## src/rtl/nic_irq_pkg.sv

```systemverilog
package nic_irq_pkg;
  localparam int SUM_BIT = 23;
  localparam int EVT_N = 4;
  localparam int EVT_POS [EVT_N] = '{16, 17, 24, 25};

  localparam int OFF_RESET     = 'h000;
  localparam int OFF_MAIN_STAT = 'h100;
  localparam int OFF_MAIN_MASK = 'h104;
  localparam int OFF_ALIAS_ST  = 'h108;
  localparam int OFF_ALIAS_MK  = 'h10C;
  localparam int OFF_MGMT_MASK = 'h200;
  localparam int OFF_MGMT_STAT = 'h204;

  typedef struct packed {
    logic wrMainStat;
    logic wrMainMask;
    logic wrMgmtStat;
    logic wrMgmtMask;
    logic clrMainStat;
    logic clrMgmtStat;
    logic pulseTx;
    logic pulseRx;
  } regStrobes_t;

  typedef enum logic [2:0] {
    SEL_ZERO,
    SEL_MAIN_STAT,
    SEL_MAIN_MASK,
    SEL_MGMT_STAT,
    SEL_MGMT_MASK
  } rdSel_t;
endpackage

```

## src/rtl/nic_irq_ctrl.sv

```systemverilog
module nic_irq_ctrl
  import nic_irq_pkg::*;
#(
  parameter int ADDR_W = 12
) (
  input  logic              regWrEn,
  input  logic              regRdEn,
  input  logic [ADDR_W-1:0] regAddr,
  input  logic [1:0]        rstBits,
  output regStrobes_t       strobes,
  output rdSel_t            rdSel
);
  logic hitReset, hitMainStat, hitMainMask, hitMgmtStat, hitMgmtMask;

  always_comb begin
    hitReset    = (regAddr == ADDR_W'(OFF_RESET));
    hitMainStat = (regAddr == ADDR_W'(OFF_MAIN_STAT)) || (regAddr == ADDR_W'(OFF_ALIAS_ST));
    hitMainMask = (regAddr == ADDR_W'(OFF_MAIN_MASK)) || (regAddr == ADDR_W'(OFF_ALIAS_MK));
    hitMgmtStat = (regAddr == ADDR_W'(OFF_MGMT_STAT));
    hitMgmtMask = (regAddr == ADDR_W'(OFF_MGMT_MASK));
  end

  always_comb begin
    strobes             = '0;
    strobes.wrMainStat  = regWrEn && hitMainStat;
    strobes.wrMainMask  = regWrEn && hitMainMask;
    strobes.wrMgmtStat  = regWrEn && hitMgmtStat;
    strobes.wrMgmtMask  = regWrEn && hitMgmtMask;
    strobes.clrMainStat = regRdEn && !regWrEn && hitMainStat;
    strobes.clrMgmtStat = regRdEn && !regWrEn && hitMgmtStat;
    strobes.pulseTx     = regWrEn && hitReset && rstBits[0];
    strobes.pulseRx     = regWrEn && hitReset && rstBits[1];
  end

  always_comb begin
    rdSel = SEL_ZERO;
    if (regRdEn && !regWrEn) begin
      if (hitMainStat)      rdSel = SEL_MAIN_STAT;
      else if (hitMainMask) rdSel = SEL_MAIN_MASK;
      else if (hitMgmtStat) rdSel = SEL_MGMT_STAT;
      else if (hitMgmtMask) rdSel = SEL_MGMT_MASK;
    end
  end
endmodule

```

## src/rtl/nic_irq_dp.sv

```systemverilog
module nic_irq_dp
  import nic_irq_pkg::*;
#(
  parameter int DATA_W = 32,
  parameter int MGMT_W = 16
) (
  input  logic              clk,
  input  logic              rst_n,
  input  regStrobes_t       strobes,
  input  rdSel_t            rdSel,
  input  logic [DATA_W-1:0] regWrData,
  input  logic [EVT_N-1:0]  evtIn,
  input  logic [MGMT_W-1:0] evtMgmt,
  output logic [DATA_W-1:0] regRdData,
  output logic              irqOut,
  output logic              txRstPulse,
  output logic              rxRstPulse,
  output logic [DATA_W-1:0] mainStatQ,
  output logic [DATA_W-1:0] mainMaskQ,
  output logic [MGMT_W-1:0] mgmtStatQ,
  output logic [MGMT_W-1:0] mgmtMaskQ
);
  localparam logic [DATA_W-1:0] SUM_ONLY      = DATA_W'(1) << SUM_BIT;
  localparam logic [DATA_W-1:0] MAIN_MASK_RST = ~SUM_ONLY;

  logic [DATA_W-1:0] mainStat, mainMask, evtMain, mainNext, mainView;
  logic [MGMT_W-1:0] mgmtStat, mgmtMask, mgmtNext;
  logic [DATA_W-1:0] evtPart [EVT_N];
  logic              mgmtAny, mainAny;

  for (genvar i = 0; i < EVT_N; i++) begin : g_evt
    assign evtPart[i] = evtIn[i] ? (DATA_W'(1) << EVT_POS[i]) : '0;
  end

  always_comb begin
    evtMain = '0;
    for (int i = 0; i < EVT_N; i++) evtMain = evtMain | evtPart[i];
  end

  always_comb begin
    if (strobes.wrMainStat)       mainNext = regWrData;
    else if (strobes.clrMainStat) mainNext = mainStat & SUM_ONLY;
    else                          mainNext = mainStat;
    mainNext = mainNext | evtMain;

    if (strobes.wrMgmtStat)       mgmtNext = regWrData[MGMT_W-1:0];
    else if (strobes.clrMgmtStat) mgmtNext = '0;
    else                          mgmtNext = mgmtStat;
    mgmtNext = mgmtNext | evtMgmt;
  end

  always_ff @(posedge clk) begin
    if (!rst_n) begin
      mainStat   <= '0;
      mainMask   <= MAIN_MASK_RST;
      mgmtStat   <= '0;
      mgmtMask   <= '1;
      txRstPulse <= 1'b0;
      rxRstPulse <= 1'b0;
    end else begin
      mainStat   <= mainNext;
      mgmtStat   <= mgmtNext;
      if (strobes.wrMainMask) mainMask <= regWrData;
      if (strobes.wrMgmtMask) mgmtMask <= regWrData[MGMT_W-1:0];
      txRstPulse <= strobes.pulseTx;
      rxRstPulse <= strobes.pulseRx;
    end
  end

  always_comb begin
    mgmtAny  = |(mgmtStat & ~mgmtMask);
    mainAny  = |(mainStat & ~mainMask & ~SUM_ONLY);
    irqOut   = mainAny || mgmtAny;
    mainView = mainStat | (mgmtAny ? SUM_ONLY : '0);
  end

  always_comb begin
    unique case (rdSel)
      SEL_MAIN_STAT: regRdData = mainView;
      SEL_MAIN_MASK: regRdData = mainMask;
      SEL_MGMT_STAT: regRdData = DATA_W'(mgmtStat);
      SEL_MGMT_MASK: regRdData = DATA_W'(mgmtMask);
      default:       regRdData = '0;
    endcase
  end

  assign mainStatQ = mainStat;
  assign mainMaskQ = mainMask;
  assign mgmtStatQ = mgmtStat;
  assign mgmtMaskQ = mgmtMask;
endmodule

```

## src/rtl/nic_irq_collector.sv

```systemverilog
module nic_irq_collector
  import nic_irq_pkg::*;
#(
  parameter int ADDR_W = 12,
  parameter int DATA_W = 32,
  parameter int MGMT_W = 16
) (
  input  logic              clk,
  input  logic              rst_n,
  input  logic              regWrEn,
  input  logic              regRdEn,
  input  logic [ADDR_W-1:0] regAddr,
  input  logic [DATA_W-1:0] regWrData,
  output logic [DATA_W-1:0] regRdData,
  input  logic              evtRxToHost,
  input  logic              evtNoRxDesc,
  input  logic              evtTxDescDone,
  input  logic              evtTxAllDone,
  input  logic [MGMT_W-1:0] evtMgmt,
  output logic              irqOut,
  output logic              txRstPulse,
  output logic              rxRstPulse
);
  regStrobes_t       strobes;
  rdSel_t            rdSel;
  logic [DATA_W-1:0] mainStatQ, mainMaskQ;
  logic [MGMT_W-1:0] mgmtStatQ, mgmtMaskQ;
  logic [EVT_N-1:0]  evtIn;

  assign evtIn = {evtTxAllDone, evtTxDescDone, evtNoRxDesc, evtRxToHost};

  nic_irq_ctrl #(.ADDR_W(ADDR_W)) u_ctrl (
    .regWrEn (regWrEn),
    .regRdEn (regRdEn),
    .regAddr (regAddr),
    .rstBits (regWrData[1:0]),
    .strobes (strobes),
    .rdSel   (rdSel)
  );

  nic_irq_dp #(.DATA_W(DATA_W), .MGMT_W(MGMT_W)) u_dp (
    .clk        (clk),
    .rst_n      (rst_n),
    .strobes    (strobes),
    .rdSel      (rdSel),
    .regWrData  (regWrData),
    .evtIn      (evtIn),
    .evtMgmt    (evtMgmt),
    .regRdData  (regRdData),
    .irqOut     (irqOut),
    .txRstPulse (txRstPulse),
    .rxRstPulse (rxRstPulse),
    .mainStatQ  (mainStatQ),
    .mainMaskQ  (mainMaskQ),
    .mgmtStatQ  (mgmtStatQ),
    .mgmtMaskQ  (mgmtMaskQ)
  );
endmodule

```

## config.mk

```make
export PLATFORM = sky130hd
export DESIGN_NAME = nic_irq_collector
export DESIGN_NICKNAME = d
export VERILOG_FILES = /design/src/rtl/nic_irq_pkg.sv /design/src/rtl/nic_irq_ctrl.sv /design/src/rtl/nic_irq_dp.sv /design/src/rtl/nic_irq_collector.sv
export SDC_FILE = /design/constraint.sdc
export NUM_CORES = 1
export LEC_CHECK = 0
export ABC_AREA = 1
export BUFFER_PORTS_ARGS = -buffer_cell sky130_fd_sc_hd__buf_4
export CAP_MARGIN = 20
export CORE_MARGIN = 2
export CORE_UTILIZATION = 30
export DETAILED_ROUTE_END_ITERATION = 6
export PLACE_DENSITY = 0.57
export REMOVE_ABC_BUFFERS = 1
export SLEW_MARGIN = 20
export SYNTH_ARGS = -nofsm -noshare
export SYNTH_HDL_FRONTEND = slang
export SYNTH_SLANG_ARGS = --single-unit
export TNS_END_PERCENT = 1
```

## constraint.sdc

```tcl
create_clock -name clk -period 3.1 [get_ports clk]
set_clock_uncertainty 0.1 [all_clocks]
set_input_delay 0.155 -clock clk [delete_from_list [all_inputs] [get_ports clk]]
set_output_delay 0.155 -clock clk [all_outputs]
set_load 0.01 [all_outputs]
```

---- Word level (Yosys, flattened, before mapping) ----
Cells that the tools add are included.
Widths: inputs -> output; s select.
storage, ports and cells
  bits in registers ....................... 98
  output and inout port bits .............. 35
  word-level logic and storage cells ...... 58
cells by class
  reduce and logical (&&, ||, !) cells .... 17
  multiplexer cells ....................... 15
  equality and inequality tests ........... 10
  bitwise logic cells ..................... 10
operators with widths
  kind                  count
  $or 32x32->32         5
  $pmux 32 s4           1
  $mux 32               2
  $eq 12x9->1 const B   4
  $and 32x32->32        1
  $mux 16               2
  $not 32->32           1
  $reduce_or 31->1      1
  $mux 26               1
  $mux 25               1
  $eq 12x10->1 const B  2
  $mux 24               1
  $mux 18               1
  $mux 17               1
  $and 16x16->16        1
  $not 16->16           1
  $or 16x16->16         1
  $reduce_or 16->1      1
  $mux 3                5
  $logic_not 12->1      1
  $logic_and 1x1->1     10
  $eq 3x2->1 const B    2
  $eq 3x1->1 const B    1
  $eq 3x3->1 const B    1
  other kinds (2)       4

---- Depth between registers and ports, before layout ----
Gate-level depths: netlist (run 1).
  depth in word-level cells ............... 8
  gate-level depth with buffers ........... 10

---- Cells and area by module ----
From an unflattened synthesis (run 1), not the netlist that was laid out.
second synthesis, totals
  cells, all modules ...................... 693
  area, all modules ....................... 4782.1 sq um
by module, submodules not included
  module        cells each  area each (sq um)  times used
  nic_irq_dp    638         4493.1             1
  nic_irq_ctrl  55          289.0              1

---- Worst setup path before layout (run 1) ----
OpenSTA, ideal clock, no wires.
  path type ............................... input port to output port
  start point ............................. input port regAddr[0]
  end point ............................... output port regRdData[10]
  slack ................................... 1600 ps
  stages on the path ...................... 10
  arrival ................................. 1245 ps
  required time ........................... 2845 ps
  cell sequence ........................... inv_1 -> nand2_2 -> nor2_4 -> nand2_1 -> nor2_4 -> buf_6 -> nand4_1 -> nand2_1 -> inv_1 -> nand3_1
between the ends
  longest elaborated chain between the ends .. 8
  elaborated cells on any way between the ends .. 18
ends and longest elaborated chain
  what                                line                     source
  from (decl)                         nic_irq_collector.sv:12  input logic [ADDR_W-1:0] regAddr,
  $eq 12x10->1                        nic_irq_ctrl.sv:20       hitMgmtMask = (regAddr == ADDR_W'(OFF_MGMT_MASK));
  $mux 3                              nic_irq_ctrl.sv:41       else if (hitMgmtMask) rdSel = SEL_MGMT_MASK;
  $mux 3                              nic_irq_ctrl.sv:40       else if (hitMgmtStat) rdSel = SEL_MGMT_STAT;
  $mux 3                              nic_irq_ctrl.sv:39       else if (hitMainMask) rdSel = SEL_MAIN_MASK;
  $mux 3 *                            nic_irq_ctrl.sv:38       if (hitMainStat) rdSel = SEL_MAIN_STAT;
  $mux 3 *                            nic_irq_ctrl.sv:37       if (regRdEn && !regWrEn) begin
  $eq 3x3->1 (tied with other cells)  nic_irq_dp.sv:78         unique case (rdSel)
  $pmux 32 s4 *                       nic_irq_dp.sv:78
  to (decl)                           nic_irq_collector.sv:14  output logic [DATA_W-1:0] regRdData,
Every way passes the cells marked *; elsewhere a longest branch is shown, timed or not.

---- Final worst setup path (run 1) ----
  start point ............................. input port regWrEn
  end point ............................... output port regRdData[25]
between the ends
  longest elaborated chain between the ends .. 5
  elaborated cells on any way between the ends .. 8
ends and longest elaborated chain
  what                                line                     source
  from (decl)                         nic_irq_collector.sv:10  input logic regWrEn,
  $logic_not 1->1 *                   nic_irq_ctrl.sv:37
  $logic_and 1x1->1 *                 nic_irq_ctrl.sv:37
  $mux 3 *                            nic_irq_ctrl.sv:37
  $eq 3x3->1 (tied with other cells)  nic_irq_dp.sv:78
  $pmux 32 s4 *                       nic_irq_dp.sv:78
Marked as above.

==> results of run 1 <==
[timing repair]
action,4_1_cts,5_1_grt
endpoints found under the hold margin,48,0
endpoints found under the setup margin,0,0
hold buffers,38,0
[stage by stage]
stage          power, mW  util (%)  area (µm²)
2_1_floorplan       1.40         -        4990
3_3_place_gp        1.51      35.6        6120
3_5_place_dp        1.52      35.6        6120
4_1_cts             2.78      39.7        6820
5_1_grt             2.86      39.7        6820
6_report            2.75      39.7        6820
[worst reg2reg max path: stages, from the launching register on]
cell and delay (ns):
dfxtp_1 0.33, nand2_1 0.07, nor2_1 0.04, nor2_1 0.12, nor2_1 0.04
[per-layer routing]
metal / up-vias / track usage [%] / part of all wire [%]
met2: 121 / 29.7 / 47
met4: 0 / 7.47 / 2.4
met3: 24 / 2.50 / 3.8
met1: 2352 / 23.8 / 46
li1: 2735 / - / -
met5: - / 0 / 0
[final timing paths]
kind | start | to | depth (start not counted)
worst min register to register | u_dp.mainMaskQ[16] | u_dp.mainMaskQ[16] | 2
worst max-delay path | regWrEn | regRdData[25] | 10
worst max register to register | u_dp.mgmtStatQ[5] | u_dp.mgmtStatQ[5] | 4
worst min-delay path | evtMgmt[1] | u_dp.mgmtStatQ[1] | 4
[cells in the mapped netlist (all sizes together)]
| library cell | n |
|---|---|
| nor3 | 2 |
| clkinv | 1 |
| a21oi | 31 |
| nand2 | 227 |
| inv | 112 |
| o21bai | 16 |
| nor2 | 75 |
| nand4 | 36 |
| o22ai | 9 |
| o21ai | 25 |
| nor4 | 1 |
| o211ai | 33 |
| o31ai | 2 |
| clkbuf | 20 |
| nand3 | 65 |
| dfxtp | 98 |
| buf | 23 |
[registers in the layout, indices dropped and copies added (netlist names)]
register         flops
u_dp.mgmtMaskQ      16
u_dp.mainMaskQ      32
u_dp.rxRstPulse      1
u_dp.mgmtStatQ      16
u_dp.mainStatQ      32
u_dp.txRstPulse      1
[power by group through the flow]
stage          logic (mW)  clock network (mW)  registers [mW]
2_1_floorplan      0.0784                   0            1.32
3_3_place_gp        0.193                   0            1.32
3_5_place_dp        0.195                   0            1.32
4_1_cts             0.235                1.25            1.29
5_1_grt             0.257                1.30            1.29
6_report            0.234                1.22            1.29
[kinds of logic after synthesis]
kind of cell / Yosys count / synth area share [%]
DFF: 98 / 37.6
and+or+nand+nor: 406 / 34.6
AOI/OAI and AO/OA: 116 / 15.3
buffers and inverters: 156 / 12.5
[layout make-up]
class | instances | area, µm² | share of cell area (%)
timing repair buffer | 150 | 1220 | 17.9
tap | 225 | 282 | 4.13
sequential | 98 | 1960 | 28.8
inverter | 113 | 425 | 6.24
clock inverter | 5 | 77.6 | 1.14
multi-input combinational | 522 | 2610 | 38.2
clock buffer | 11 | 243 | 3.56
==> results.toml, run 1 <==
[layout]
final_layout_size_suffix_gt1_share_pct = 18.6
fillers = 1846
final_cell_mix = "225 x nand2_1, 112 x buf_4, 105 x inv_1"
antenna_cells = 0
finish.net_count = 962
area_delta_synth_final_pct = 30.5
layout_commonest_cell = "nand2_1"
fin_cells = 1124

[pwr]
switching_share_pct = 22.8
pwr_density_cell_nw_per_um2 = 403
intPower_mw = 2.12
peakVddDrop_mv = 0.286
switchingPower_mw = 0.626
combPwrFrac_pct = 8.5
p_leak_nw = 3.33
clockPowerShare_pct = 44.4
seqPwrFrac_pct = 47.0

[clock_tree]
clk_latency_ns = 0.35
clk_path_buf_depth = 2
h-tree-depth = 3
cts_tree = "done"
numClockSinks = 98
cts-root-buf = "clkbuf_16"
ctsResizeCount = 0
numCtsBuffers = 9
clkTransAtPathRegs_ns = 0.06
postCtsSetupBuffers = 0

[setup_path]
crit_path_max_incr_delay_ns = 0.38
r2r_setup_slack_ns = 2.29
path_buf_inv = 5
critical_path_required_ns = 2.84
worstSetupEndpointType = "primary output"
cp_slowest_cell = "nand2_1"
path_cells = "buf_4 > inv_2 > nand2_1 > inv_2 > nand3_4 > nand2_1 > inv_2 > nand2_1 > o21ai_1 > buf_4"
start_kind = "primary input"
crit_type = "in -> out"
path_max_fanout = 22
critical-path-top-delay-family = "buffers and inverters"
crit_arrival_ns = 2.12

[synthesis]
yosysWarningCount = 0
yosysSeqAreaShare_pct = 37.6
syn_inst = 776
synth_cell_types = 29
synth_top_cell_by_area = "dfxtp_1"
synthTopCellsByArea = "dfxtp_1 38%, nand2_1 16%, inv_1 7.5%"
ys_ff_latch = 98
syn_avg_cell_area_um2 = 6.73
syn_area_um2 = 5220
yosys.area.top_type_share_pct = 37.6

[timing]
relSlewSlack_pct = 54.5
clock.fmax_mhz = 421
finalSetupViolCount = 0
slew_violations = 0
hold_viol_final = 0
fin_crit_sh_pct = 76.6
min_period_ns = 2.38
setup_tns_ns = 0
whs_ns = 0.00661
final.setup.worst_slack_ns = 0.724
rsz0062_at_grt = "false"
tightestPinTransition_ns = 0.682

[floorplan]
die_w_um = 136
die_area_um2 = 18500
fp-row-count = 48
pin_count = 103
die-height_um = 136
initial_core_util_pct = 30.4
core_area_um2 = 17200

[drt]
remaining_drc_errors = 0
drt_iter0_drc = 359
viasPerCell = 4.65
drt-total-wl_um = 16400
drt_pass1_iterations = 5
wl_per_cell_um = 14.6
vias = 5232
drtAntennaViolNets = 0

[status]
status = "finished clean"

[place]
dp_hpwl_um = 11300
gp_congestion = 0.861
io_buffers = 102
dp_slack_ns = 0.762
placedCellCount = 1070

[global_routing]
grt_antenna_before_repair = 0
overflow = 0
grtUsageTotal_pct = 18.1
grt_max_degree = 53
grt_pass1_vias = 5007
grt_pass1_wl_um = 26100

[job]
maxCapViolCount = 0

[hold_path]
hold_path_class = "in -> reg"
Note: power is estimated with default switching activity, not from simulation.
==> run 2: changes to the inputs <==
--- a/config.mk
+++ b/config.mk
@@ -5,13 +5,13 @@
 export SDC_FILE = /design/constraint.sdc
 export NUM_CORES = 1
 export LEC_CHECK = 0
-export ABC_AREA = 1
+export ABC_AREA = 0
 export BUFFER_PORTS_ARGS = -buffer_cell sky130_fd_sc_hd__buf_4
 export CAP_MARGIN = 20
 export CORE_MARGIN = 2
 export CORE_UTILIZATION = 30
 export DETAILED_ROUTE_END_ITERATION = 6
-export PLACE_DENSITY = 0.57
+export PLACE_DENSITY = 0.59
 export REMOVE_ABC_BUFFERS = 1
 export SLEW_MARGIN = 20
 export SYNTH_ARGS = -nofsm -noshare
==> constraint.sdc (replaced) <==
create_clock -name clk -period 2 [get_ports clk]
set_clock_uncertainty 0.1 [all_clocks]
set_input_delay 0.1 -clock clk [delete_from_list [all_inputs] [get_ports clk]]
set_output_delay 0.1 -clock clk [all_outputs]
set_load 0.01 [all_outputs]
==> run 2 against run 1 <==
Largest cell class unchanged. Highest routed layer unchanged. Total power rose by 57%. Sequential cell count did not move. Combinational power rose by 64%. Global-route usage increased by 0.41 points. The run now ends with negative setup slack left. Critical endpoint is now irqOut. Design area decreased by 2.2%. Wire length decreased by 8.3%.
==> results.toml, run 2 <==
[pwr]
pwr_density_cell_nw_per_um2 = 645
intPower_mw = 3.39
switching_share_pct = 21.2
clockPowerShare_pct = 44.2
p_leak_nw = 2.83
peakVddDrop_mv = 0.398
combPwrFrac_pct = 8.9
seqPwrFrac_pct = 46.9
total_power_mw = 4.30
switchingPower_mw = 0.914

[setup_path]
crit_type = "reg -> out"
critical_path_required_ns = 1.80
crit_arrival_ns = 1.95
worstSetupEndpointType = "primary output"
path_cells = "nor2b_4 > a2111oi_4 > buf_4 > nand4_1 > or3_4 > buf_6"
cp_slowest_cell = "or3_4"
path_max_fanout = 2
start_kind = "flip-flop"
crit_path_max_incr_delay_ns = 0.38

[timing]
hold_viol_final = 0
rsz0062_at_grt = "true"
relSlewSlack_pct = 73.1
clock.fmax_mhz = 465
slew_violations = 0
tightestPinTransition_ns = 0.403
final.setup.worst_slack_ns = -0.152
whs_ns = 0.0526
fin_crit_sh_pct = 108
min_period_ns = 2.15
finalSetupViolCount = 2

[synthesis]
yosysSeqAreaShare_pct = 43.8
synth_cell_types = 32
yosysWarningCount = 0
synthTopCellsByArea = "dfxtp_1 44%, nand2_1 10%, a22oi_1 9.9%"
yosysMostFrequentCell = "nand2_1"
synth_flop_cell = "dfxtp_1"
synthAdderAreaFrac_pct = 0
synth_top_family_by_area = "simple AND/OR/NAND/NOR gates"
syn_avg_cell_area_um2 = 8.11
synth-simple-area-share_pct = 26.0
syn_area_um2 = 4480
synth-compound-area-share_pct = 23.3
synth_top_cell_by_area = "dfxtp_1"
ys_ff_latch = 98
yosys.area.top_type_share_pct = 43.8
async_reset_ff_share_pct = 0
synthMuxAreaShare_pct = 0.224
synth_edf_count = 0
yosys-top-cells-count = "120 x nand2_1, 98 x dfxtp_1, 59 x a22oi_1"
synth_xor_area_share_pct = 0
syn_inst = 552

[drt]
drtAntennaViolNets = 0
wl_per_cell_um = 16.6
viasPerCell = 5.16
vias = 4670
remaining_drc_errors = 0
drt-total-wl_um = 15100
drt_iter0_drc = 383
drt_pass1_iterations = 5

[layout]
layout_commonest_cell = "nand2_1"
seq_area_um2 = 1960
fillers = 1482
final_cell_mix = "120 x nand2_1, 116 x buf_4, 96 x dfxtp_1"
design_area_um2 = 6670
area_delta_synth_final_pct = 49.0
final_layout_size_suffix_gt1_share_pct = 22.2
fin_cells = 905
finish.net_count = 784
antenna_cells = 0
multi_input_area_um2 = 2270

[clock_tree]
cts-root-buf = "clkbuf_16"
clkTransAtPathRegs_ns = 0.06
clk_path_buf_depth = 2
h-tree-depth = 3
numCtsBuffers = 9
cts_tree = "done"
numClockSinks = 98
clk_latency_ns = 0.34

[place]
io_buffers = 102
dp_hpwl_um = 9740
gp_congestion = 0.817
place_area_um2 = 5630
placedCellCount = 823
dp_slack_ns = -0.213

[floorplan]
die-height_um = 126
die_w_um = 126
fp-row-count = 44
initial_core_util_pct = 30.8
die_area_um2 = 15900
pin_count = 103
core_area_um2 = 14500

[global_routing]
overflow = 0
grtUsageTotal_pct = 18.5
grt_pass1_vias = 4629
grt_antenna_before_repair = 0
grt_pass1_wl_um = 23500
grt_max_degree = 50

[status]
failed_checks = "negative setup slack"
status = "complete, but fails checks"

[job]
maxCapViolCount = 0

[hold_path]
hold_path_class = "in -> reg"
## run 2: stage by stage
step	util (%)	TNS [ns]
floorplan	-	-46.82
global placement	38.7	-0.345
detailed placement	38.7	-0.397
CTS	45.8	-0.307
global route	45.9	-0.415
finish	45.9	-0.235
## run 2: kinds of logic (layout without fill, tap and decap cells)
family	count (synthesis)	in the layout
and+or+nand+nor	248	248
DFF	98	98
buffers and inverters	76	245
muxes	1	1
AOI/OAI and AO/OA	129	129
## run 2: power by group through the flow
stage                     Combinational, mW  Clock, mW  Sequential (mW)
final                                 0.384       1.90             2.02
after global routing                  0.415       1.99             2.02
after CTS                             0.385       1.94             2.02
after detailed placement              0.280          0             2.06
after global placement                0.276          0             2.06
after floorplan                      0.0771          0             2.05
## run 2: timing repair
item,CTS,global route
gates resized for setup,12,5
setup buffers,1,0
pin swaps,3,1
endpoints found under the setup margin,2,14
endpoints found under the hold margin,95,0
hold buffers,65,0
## run 2: per-layer routing
| metal | global-route usage [%] | share of wire, % | wire, µm | vias to the layer above |
|---|---|---|---|---|
| met5 | 0 | 0 | 0 | - |
| met4 | 5.95 | 1.6 | 241 | 0 |
| met3 | 3.27 | 4.7 | 715 | 17 |
| met2 | 32.7 | 50 | 7590 | 144 |
| met1 | 22.7 | 43 | 6510 | 2230 |
| li1 | - | - | - | 2279 |
## run 2: final timing paths
check,from,end,slack [ns],depth (start not counted)
min,rst_n,u_dp.mainMaskQ[9],0.05,2
max reg2reg,u_dp.mainStatQ[25],u_dp.mainStatQ[25],1.13,2
max,u_dp.mgmtStatQ[4],irqOut,-0.15,6
min reg2reg,u_dp.mgmtStatQ[2],u_dp.mgmtStatQ[2],0.36,2
## run 2: critical path: cells and delay by family (launching register included)
kind                   cells  cell delay [ns]
and+or+nand+nor            3             0.64
DFF                        1             0.32
buffers and inverters      2             0.30
AOI/OAI and AO/OA          1             0.35
## run 2: final cells by class
cell class                 instances  share of cell area (%)
multi-input combinational        378                    34.1
inverter                          37                    2.08
clock inverter                     4                    1.11
sequential                        98                    29.5
clock buffer                      12                    3.85
tap                              184                    3.45
timing repair buffer             192                    26.0
==> run 3: changes to the inputs <==
--- a/config.mk
+++ b/config.mk
@@ -11,7 +11,7 @@
 export CORE_MARGIN = 2
 export CORE_UTILIZATION = 30
 export DETAILED_ROUTE_END_ITERATION = 6
-export PLACE_DENSITY = 0.59
+export PLACE_DENSITY = 0.49
 export REMOVE_ABC_BUFFERS = 1
 export SLEW_MARGIN = 20
 export SYNTH_ARGS = -nofsm -noshare
==> run 3 against run 2 <==
The run still ends with negative setup slack left. Hold slack better by 0.040 ns. Critical path type unchanged. Clock-buffer cell count unchanged. Design area up 0.54%. Critical endpoint unchanged. Largest cell class unchanged. Register-to-register slack about the same. Highest routed layer unchanged. Wire length up 4.8%. Clock power up 3%.
==> results.toml, run 3 (synthesized netlist as in run 2, its figures left out) <==
[status]
status = "complete, but fails checks"
failed_checks = "negative setup slack"

[hold_path]
hold_end = "u_dp.mainMaskQ[9]"
holdCritStartpoint = "rst_n"
hold_path_class = "in -> reg"
whs_path_depth = 2

[place]
io_buffers = 102
gp_congestion = 0.775
dp_hpwl_um = 10000

[setup_path]
path_cells = "nor2b_4 > a2111oi_4 > buf_4 > nand4_1 > or3_4 > buf_6"
critical_path_required_ns = 1.80
critical-path-top-delay-family = "simple AND/OR/NAND/NOR gates"
worstReg2RegStart = "u_dp.mainStatQ[25]"
path_max_fanout = 2
cp_num_cells = 6
worstSetupEndpointType = "primary output"
crit_type = "reg -> out"
start_kind = "flip-flop"
path_buf_inv = 2
crit_arrival_ns = 1.99
r2r_cells = 2
r2r_end = "u_dp.mainStatQ[25]"
crit_path_max_incr_delay_ns = 0.38
r2r_setup_slack_ns = 1.14
cp_slowest_cell = "a2111oi_4"

[global_routing]
overflow = 0
grt_pass1_wl_um = 24800
grtUsageTotal_pct = 19.7
grt_pass1_vias = 4657
grt_max_degree = 52
grt_antenna_before_repair = 0

[timing]
slew_violations = 0
relSlewSlack_pct = 62.1
whs_ns = 0.0929
final.setup.worst_slack_ns = -0.190
min_period_ns = 2.19
finalSetupViolCount = 2
hold_viol_final = 0
clock.fmax_mhz = 457
rsz0062_at_grt = "true"
fin_crit_sh_pct = 110
tightestPinTransition_ns = 0.569
setup_tns_ns = -0.291

[pwr]
pwr_density_cell_nw_per_um2 = 651
peakVddDrop_mv = 0.449
p_leak_nw = 2.86

[drt]
remaining_drc_errors = 0
viasPerCell = 5.18
drt-total-wl_um = 15800
drtAntennaViolNets = 0
vias = 4716
drt_iter0_drc = 289
wl_per_cell_um = 17.3
drt_pass1_iterations = 4

[layout]
final_cell_mix = "123 x buf_4, 120 x nand2_1, 95 x dfxtp_1"
antenna_cells = 0
finish.net_count = 790
final_layout_size_suffix_gt1_share_pct = 22.7
layout_commonest_cell = "buf_4"
area_delta_synth_final_pct = 49.8

[clock_tree]
cts-root-buf = "clkbuf_16"
clk_latency_ns = 0.35
clkTransAtPathRegs_ns = 0.07
cts_tree = "done"
clk_path_buf_depth = 2
h-tree-depth = 3
numClockSinks = 98
numCtsBuffers = 9

[job]
maxCapViolCount = 0

[floorplan]
pin_count = 103
die_w_um = 126
die-height_um = 126
die_area_um2 = 15900
core_area_um2 = 14500
fp-row-count = 44
initial_core_util_pct = 30.8
[run 3: cell types whose count changed in the layout (fill, tap and decap cells not counted), sizes merged]
cell / previous run / this run
buf: 127 / 131
dlygate4sd3: 65 / 67
clkinvlp: 0 / 1
clkinv: 2 / 1
[run 3: power breakdown]
part | internal [mW] | leakage (nW) | switching [mW] | total (mW)
clock | 1.20 | 0.165 | 0.763 | 1.96
sequential | 1.99 | 0.798 | 0.0296 | 2.02
combinational | 0.238 | 1.90 | 0.149 | 0.387
total | 3.42 | 2.86 | 0.942 | 4.36
[run 3: repair_timing]
action	CTS	global route
setup buffers	1	0
hold buffers	67	0
endpoints found under the hold margin	94	0
endpoints found under the setup margin	2	2
gates resized for setup	17	0
pin swaps	4	0
[run 3: area by class of cell]
type | instances | area [µm²]
Fill cell | 1466 | 7830
Multi-Input combinational cell | 378 | 2290
Sequential cell | 98 | 1970
Timing Repair Buffer | 198 | 1750
Clock buffer | 12 | 267
Tap cell | 184 | 230
Inverter | 37 | 139
Clock inverter | 4 | 72.6
[run 3: worst max path at each step]
stage / from / end / slack (ns)
6_report: u_dp.mgmtStatQ[4] / irqOut / -0.19
3_3_place_gp: u_dp.mgmtStatQ[5] / irqOut / -0.26
3_5_place_dp: u_dp.mgmtStatQ[5] / irqOut / -0.28
5_1_grt: u_dp.mgmtStatQ[4] / irqOut / -0.24
2_1_floorplan: regAddr[9] / u_dp.mainStatQ[23] / -0.62
4_1_cts: u_dp.mgmtStatQ[4] / irqOut / -0.20
[run 3: worst reg2reg max path: cells and delay by family, from the launching register on]
| kind | cells | cell delay [ns] |
|---|---|---|
| AO/OA/AOI/OAI | 1 | 0.26 |
| flip-flops | 1 | 0.33 |
| AND/OR/NAND/NOR | 1 | 0.07 |
[run 3: stage by stage]
stage | utilization [%] | instance area (µm²) | worst slack, ns | std cells | power (mW)
floorplan | - | 4320 | -0.617 | 513 | 2.13
global placement | 38.7 | 5620 | -0.264 | 827 | 2.33
finish | 46.1 | 6710 | -0.190 | 911 | 4.36
global route | 46.1 | 6710 | -0.235 | 911 | 4.53
detailed placement | 38.7 | 5620 | -0.279 | 827 | 2.34
CTS | 46.1 | 6710 | -0.198 | 911 | 4.41
[run 3: routing by layer]
metal	vias to the layer above	part of all wire (%)	global-route usage [%]	wire, µm
met1	2270	45	25.2	7090
li1	2296	-	-	-
met5	-	0	0	0
met2	137	49	34.3	7810
met4	0	1.0	5.82	161
met3	13	4.5	2.89	718
